## config.mk

```make
export PLATFORM = sky130hd
export DESIGN_NAME = wide_ram_bridge
export DESIGN_NICKNAME = d
export VERILOG_FILES = /design/src/rtl/wrb_pkg.sv /design/src/rtl/wrb_addr_decode.sv /design/src/rtl/wrb_slice_ram.sv /design/src/rtl/wide_ram_bridge.sv
export SDC_FILE = /design/constraint.sdc
export NUM_CORES = 2
export LEC_CHECK = 0
export BUFFER_PORTS_ARGS = -buffer_cell sky130_fd_sc_hd__buf_2
export CORE_ASPECT_RATIO = 0.5
export CORE_MARGIN = 2
export CORE_UTILIZATION = 40
export DETAILED_ROUTE_END_ITERATION = 10
export PLACE_DENSITY = 0.54
export REMOVE_ABC_BUFFERS = 1
export SKIP_CTS_REPAIR_TIMING = 1
export SLEW_MARGIN = 20
export SYNTH_ARGS = -nofsm -noshare
export SYNTH_HDL_FRONTEND = slang
export SYNTH_SLANG_ARGS = --single-unit
```

## constraint.sdc

```tcl
create_clock -name clk -period 21 [get_ports clk]
set_clock_uncertainty 0.1 [all_clocks]
set_input_delay 1.05 -clock clk [delete_from_list [all_inputs] [get_ports clk]]
set_output_delay 1.05 -clock clk [all_outputs]
set_load 0.01 [all_outputs]
```

## src/rtl/wrb_pkg.sv

```systemverilog
package wrb_pkg;
  localparam int unsigned BUS_W = 16;

  // number of bus-width slices needed to hold one entry
  function automatic int unsigned slice_count(int unsigned width);
    return (width + BUS_W - 1) / BUS_W;
  endfunction

  // index width, never below one bit
  function automatic int unsigned idx_w(int unsigned n);
    return (n <= 1) ? 1 : $clog2(n);
  endfunction
endpackage

```

## src/rtl/wrb_addr_decode.sv

```systemverilog
module wrb_addr_decode #(
  parameter logic [15:0] BASE_ADDR = 16'h0100,
  parameter int unsigned SLICES    = 3,
  parameter int unsigned DEPTH     = 16,
  parameter int unsigned EIDX_W    = 4,
  parameter int unsigned SIDX_W    = 2
) (
  input  logic [15:0]       addr,
  output logic              hit,
  output logic [EIDX_W-1:0] entry,
  output logic [SIDX_W-1:0] slice
);
  localparam int unsigned SPAN = DEPTH * SLICES;

  logic [16:0] offset;
  logic [16:0] ent_full;
  logic [16:0] sl_full;

  always_comb begin
    offset   = {1'b0, addr} - {1'b0, BASE_ADDR};
    hit      = (addr >= BASE_ADDR) && (offset < 17'(SPAN));
    ent_full = offset / 17'(SLICES);
    sl_full  = offset % 17'(SLICES);
    entry    = EIDX_W'(ent_full);
    slice    = SIDX_W'(sl_full);
  end
endmodule

```

## src/rtl/wrb_slice_ram.sv

```systemverilog
module wrb_slice_ram #(
  parameter int unsigned W     = 16,
  parameter int unsigned DEPTH = 16,
  parameter int unsigned AW    = 4
) (
  input  logic          clk,
  input  logic          a_we,
  input  logic [AW-1:0] a_addr,
  input  logic [W-1:0]  a_wdata,
  output logic [W-1:0]  a_rdata,
  input  logic          b_we,
  input  logic [AW-1:0] b_addr,
  input  logic [W-1:0]  b_wdata,
  output logic [W-1:0]  b_rdata
);
  logic [W-1:0] mem [DEPTH];

  // read-first on both ports; port B is written last so it wins a collision
  always_ff @(posedge clk) begin
    a_rdata <= mem[a_addr];
    b_rdata <= mem[b_addr];
    if (a_we) mem[a_addr] <= a_wdata;
    if (b_we) mem[b_addr] <= b_wdata;
  end
endmodule

```

## src/rtl/wide_ram_bridge.sv

```systemverilog
module wide_ram_bridge
  import wrb_pkg::*;
#(
  parameter int unsigned ENTRY_W   = 34,
  parameter int unsigned DEPTH     = 16,
  parameter logic [15:0] BASE_ADDR = 16'h0100,
  localparam int unsigned AW       = idx_w(DEPTH)
) (
  input  logic               clk,
  input  logic               rst,
  input  logic [15:0]        bus_addr,
  input  logic [15:0]        bus_wdata,
  input  logic               bus_we,
  input  logic               bus_re,
  output logic [15:0]        bus_rdata,
  input  logic [AW-1:0]      usr_addr,
  input  logic [ENTRY_W-1:0] usr_wdata,
  input  logic               usr_we,
  output logic [ENTRY_W-1:0] usr_rdata
);
  localparam int unsigned SLICES = slice_count(ENTRY_W);
  localparam int unsigned SW     = idx_w(SLICES);
  localparam int unsigned TOP_W  = ENTRY_W - BUS_W * (SLICES - 1);
  localparam int unsigned SPAN   = DEPTH * SLICES;

  logic              hit;
  logic [AW-1:0]     ent;
  logic [SW-1:0]     sl;
  logic [SLICES-1:0] slice_we;
  logic [15:0]       slice_rd [SLICES];
  logic              rd_hit_q;
  logic [SW-1:0]     rd_sl_q;

  wrb_addr_decode #(
    .BASE_ADDR(BASE_ADDR), .SLICES(SLICES), .DEPTH(DEPTH),
    .EIDX_W(AW), .SIDX_W(SW)
  ) u_dec (
    .addr(bus_addr), .hit(hit), .entry(ent), .slice(sl)
  );

  for (genvar s = 0; s < SLICES; s++) begin : g_slice
    localparam int unsigned W  = (s == SLICES - 1) ? TOP_W : BUS_W;
    localparam int unsigned LO = s * BUS_W;
    logic [W-1:0] a_q;

    assign slice_we[s] = bus_we && hit && (sl == SW'(s));

    wrb_slice_ram #(.W(W), .DEPTH(DEPTH), .AW(AW)) u_ram (
      .clk    (clk),
      .a_we   (slice_we[s]),
      .a_addr (ent),
      .a_wdata(bus_wdata[W-1:0]),
      .a_rdata(a_q),
      .b_we   (usr_we),
      .b_addr (usr_addr),
      .b_wdata(usr_wdata[LO+W-1:LO]),
      .b_rdata(usr_rdata[LO+W-1:LO])
    );

    // unused upper bits of the top slice read as zero
    assign slice_rd[s] = 16'(a_q);
  end

  always_ff @(posedge clk) begin
    if (rst) begin
      rd_hit_q <= 1'b0;
      rd_sl_q  <= '0;
    end else begin
      rd_hit_q <= bus_re && hit;
      rd_sl_q  <= sl;
    end
  end

  always_comb begin
    bus_rdata = '0;
    if (rd_hit_q) bus_rdata = slice_rd[rd_sl_q];
  end

  // below the window nothing is returned
  p_low_miss_r5: assert property (@(posedge clk) disable iff (rst)
    (bus_re && (bus_addr < BASE_ADDR)) |=> (bus_rdata == 16'h0));

  // above the window nothing is returned
  p_high_miss_r5: assert property (@(posedge clk) disable iff (rst)
    (bus_re && ({1'b0, bus_addr} >= ({1'b0, BASE_ADDR} + 17'(SPAN)))) |=> (bus_rdata == 16'h0));

  // no read request, no read data
  p_idle_zero_r6: assert property (@(posedge clk) disable iff (rst)
    !bus_re |=> (bus_rdata == 16'h0));

  // a bus write reaches at most one slice RAM
  p_one_slice_r4: assert property (@(posedge clk) disable iff (rst)
    $onehot0(slice_we));

  // a decoded hit always lands inside the array
  p_decode_range_r2: assert property (@(posedge clk) disable iff (rst)
    hit |-> ((32'(ent) < DEPTH) && (32'(sl) < SLICES)));

  if (TOP_W < BUS_W) begin : g_pad_chk
    // padding bits of the top slice read back as zero
    p_top_pad_r3: assert property (@(posedge clk) disable iff (rst)
      (bus_re && hit && (sl == SW'(SLICES - 1))) |=> (bus_rdata[15:TOP_W] == '0));
  end
endmodule

```

==> results.md <==
* IO buf count at 124
* Cell family with most CP delay: simple AND/OR/NAND/NOR gates
* Initial antenna violation count at 5
* DRC violations left at 0
* M3 GR Usage at 10.7%
* Initial core utilization at 40.4%
* Antenna Nets Post-Route at 0
* Max VDD drop at 0.000131 V
* Met2 Resource Use GR at 46.2%
* Relative slew slack at 11.6%
* Number of global-route vias before repair at 32916
* Commonest non-fill, non-tap cell in the layout: nand2_1
* DR iter-0 viols at 5936
* Fmax achieved at 0.0595 GHz
* Met1 global-route usage at 45.9%
* Tightest Pin Transition at 1.32 ns
* I/O Pins at 125
* Crit. End Element: register
* Area leader, netlist: edfxtp_1
* Seq/Total Area, Yosys at 46.0%
* Core area at 95400 um2
* Root Buffer: clkbuf_16
* Setup CP Type: in -> reg
* Status: completed
* Clock net sink count at 615
* Worst Hold Class: in -> reg
* RSZ-0062 raised after global routing: false
* Count of state elements after synthesis at 615
* Commonest cells after routing, fill and taps aside: nand2_1, edfxtp_1, a21oi_1
* Dpl hpwl at 105000 um
* CTS H-tree depth at 2
* Yosys top cell area share at 42.4%
* Gpl congestion at 0.911
* First-pass GRT wire length at 237000 um
* Setup tns final at 0 ns
* Slowest stage cell, crit path: buf_4
* LEAKAGE at 15.3 nW
* Synth Instances at 4304
* Largest net degree at the start of global routing at 103
* Pwr Density at 89.8 nW/um2
* Vias at 35837
* Die W at 443 um
* Clock Pin Slew Worst Setup and Hold Paths at 0.06 ns
* GRT Overall Usage at 32.6%
* Row count at 80
* Async SR Flop Fraction at 0%
* Post-synth EDFFs at 544
* CP max stage delay at 0.95 ns
* Max-slew violations at 0
* Synth Area per Inst at 8.96 um2
* Cell Count, Final, Fillers Out at 5476
* WL per Instance at 30.3 um
* Share of layout cells above drive strength 1 at 13.8%
* Final worst path period need at 16.82 ns
* WP data required at 21.20 ns
* Die height at 224 um
* TritonCTS Buffers at 61
* Tcrit/Tclk final at 80.1%
* Max Root-Sink Buffers at 3
* TritonRoute pass-1 iters at 8
* Max Cap Viol at 0
* CTS tree: yes
* Yosys Warn Count at 0
* Crit start category: input port
* Final Hold Fails at 0
* Core Util, Final at 44.3%
* Crit-path max FO at 74
* Grt peak-use layer: met2
* GR Overflow Total at 0
* # nets final at 4226
* Final Setup Violations at 0
* Crit path DAT at 17.02 ns
* Largest cells by area after synthesis: edfxtp_1, nand2_1, mux4_2, a21oi_1, nand3_1
* Placed Cells at 5354
* Crit path buffers/inverters at 4
* Routed WL at 166000 um
* Via/cell ratio at 6.54
* Top_reg_cell synth: edfxtp_1
* Worst skew pair latency at 0.68 ns
* Die ar. at 99100 um2
* Netlist cell types at 104
* Area Overhead vs Synth at 9.56%
* Mapped Area at 38600 um2
## kinds of logic (layout without fill, tap and decap cells)
family          Yosys count  after routing  share of synthesized area [%]
buf+inv                 435            331                           4.37
other cells               0              5                              0
flops                   615            615                           46.0
simple gates           2102           2102                           23.2
xor+xnor                 38             38                          0.882
fa+ha+maj                 4              4                          0.130
compound gates          873            873                           13.6
mux                     237            237                           11.7
## sequential cells by signal, summed over array words and instances (netlist names)
| register | count |
|---|---|
| g_slice.u_ram.a_rdata | 34 |
| rd_hit_q | 1 |
| rd_sl_q | 2 |
| g_slice.u_ram.b_rdata | 34 |
| g_slice.u_ram.mem | 544 |
## routing by layer
layer,part of all wire [%],wire length [um]
met2,41,68100
met5,0.0090,15
met4,4.5,7490
met3,15,24800
met1,39,65500
## cell usage after synthesis, drive strengths merged (14+ instances only)
library cell	number
and2	18
a31oi	15
nand2b	14
nor2	112
a211oi	17
nor4	75
dfxtp	71
clkbuf	333
or3	14
nand3	318
nand2	1436
o41ai	18
nor3	39
mux2i	59
o21ai	321
a21oi	320
edfxtp	544
buf	89
o211ai	16
xnor2	28
mux4	171
## worst paths after layout
| kind | start | endpoint | slack [ns] | cells past startpoint |
|---|---|---|---|---|
| setup / recovery | bus_addr[8] | g_slice[0].u_ram.mem[13][7] | 4.18 | 44 |
| setup reg to reg | g_slice[1].u_ram.mem[14][1] | g_slice[1].u_ram.b_rdata[1] | 19.24 | 2 |
| hold reg to reg | g_slice[1].u_ram.mem[12][4] | g_slice[1].u_ram.a_rdata[4] | 0.66 | 4 |
| hold / removal | rst | rd_hit_q | 0.57 | 2 |
## layout make-up
cell class	count	area, um2
clock buffers	82	1700
inverters	13	48.8
flip-flops and latches	615	17800
diodes	5	12.5
clock inverters	34	368
fillers	9112	53100
repair buffers	202	1300
multi-input cells	3254	19500
well taps	1271	1590
## per-stage QoR
stage	area (um2)	total power [W]	hold WS, ns	setup slack, ns
after floorplan	36900	0.00210	0.574	-0.819
after global placement	40000	0.00258	0.609	3.98
after detailed placement	40200	0.00258	0.623	3.82
after CTS	42200	0.00374	0.572	4.48
after global routing	42300	0.00390	0.605	3.22
final	42300	0.00379	0.570	4.18
## report_power, final
part           leakage (nW)  switching, W  internal [W]
registers              5.49     0.0000192       0.00137
logic                  8.83      0.000955      0.000257
clock network          1.01      0.000524      0.000665
total                  15.3       0.00150       0.00229
(Power assumes the default switching activity.)
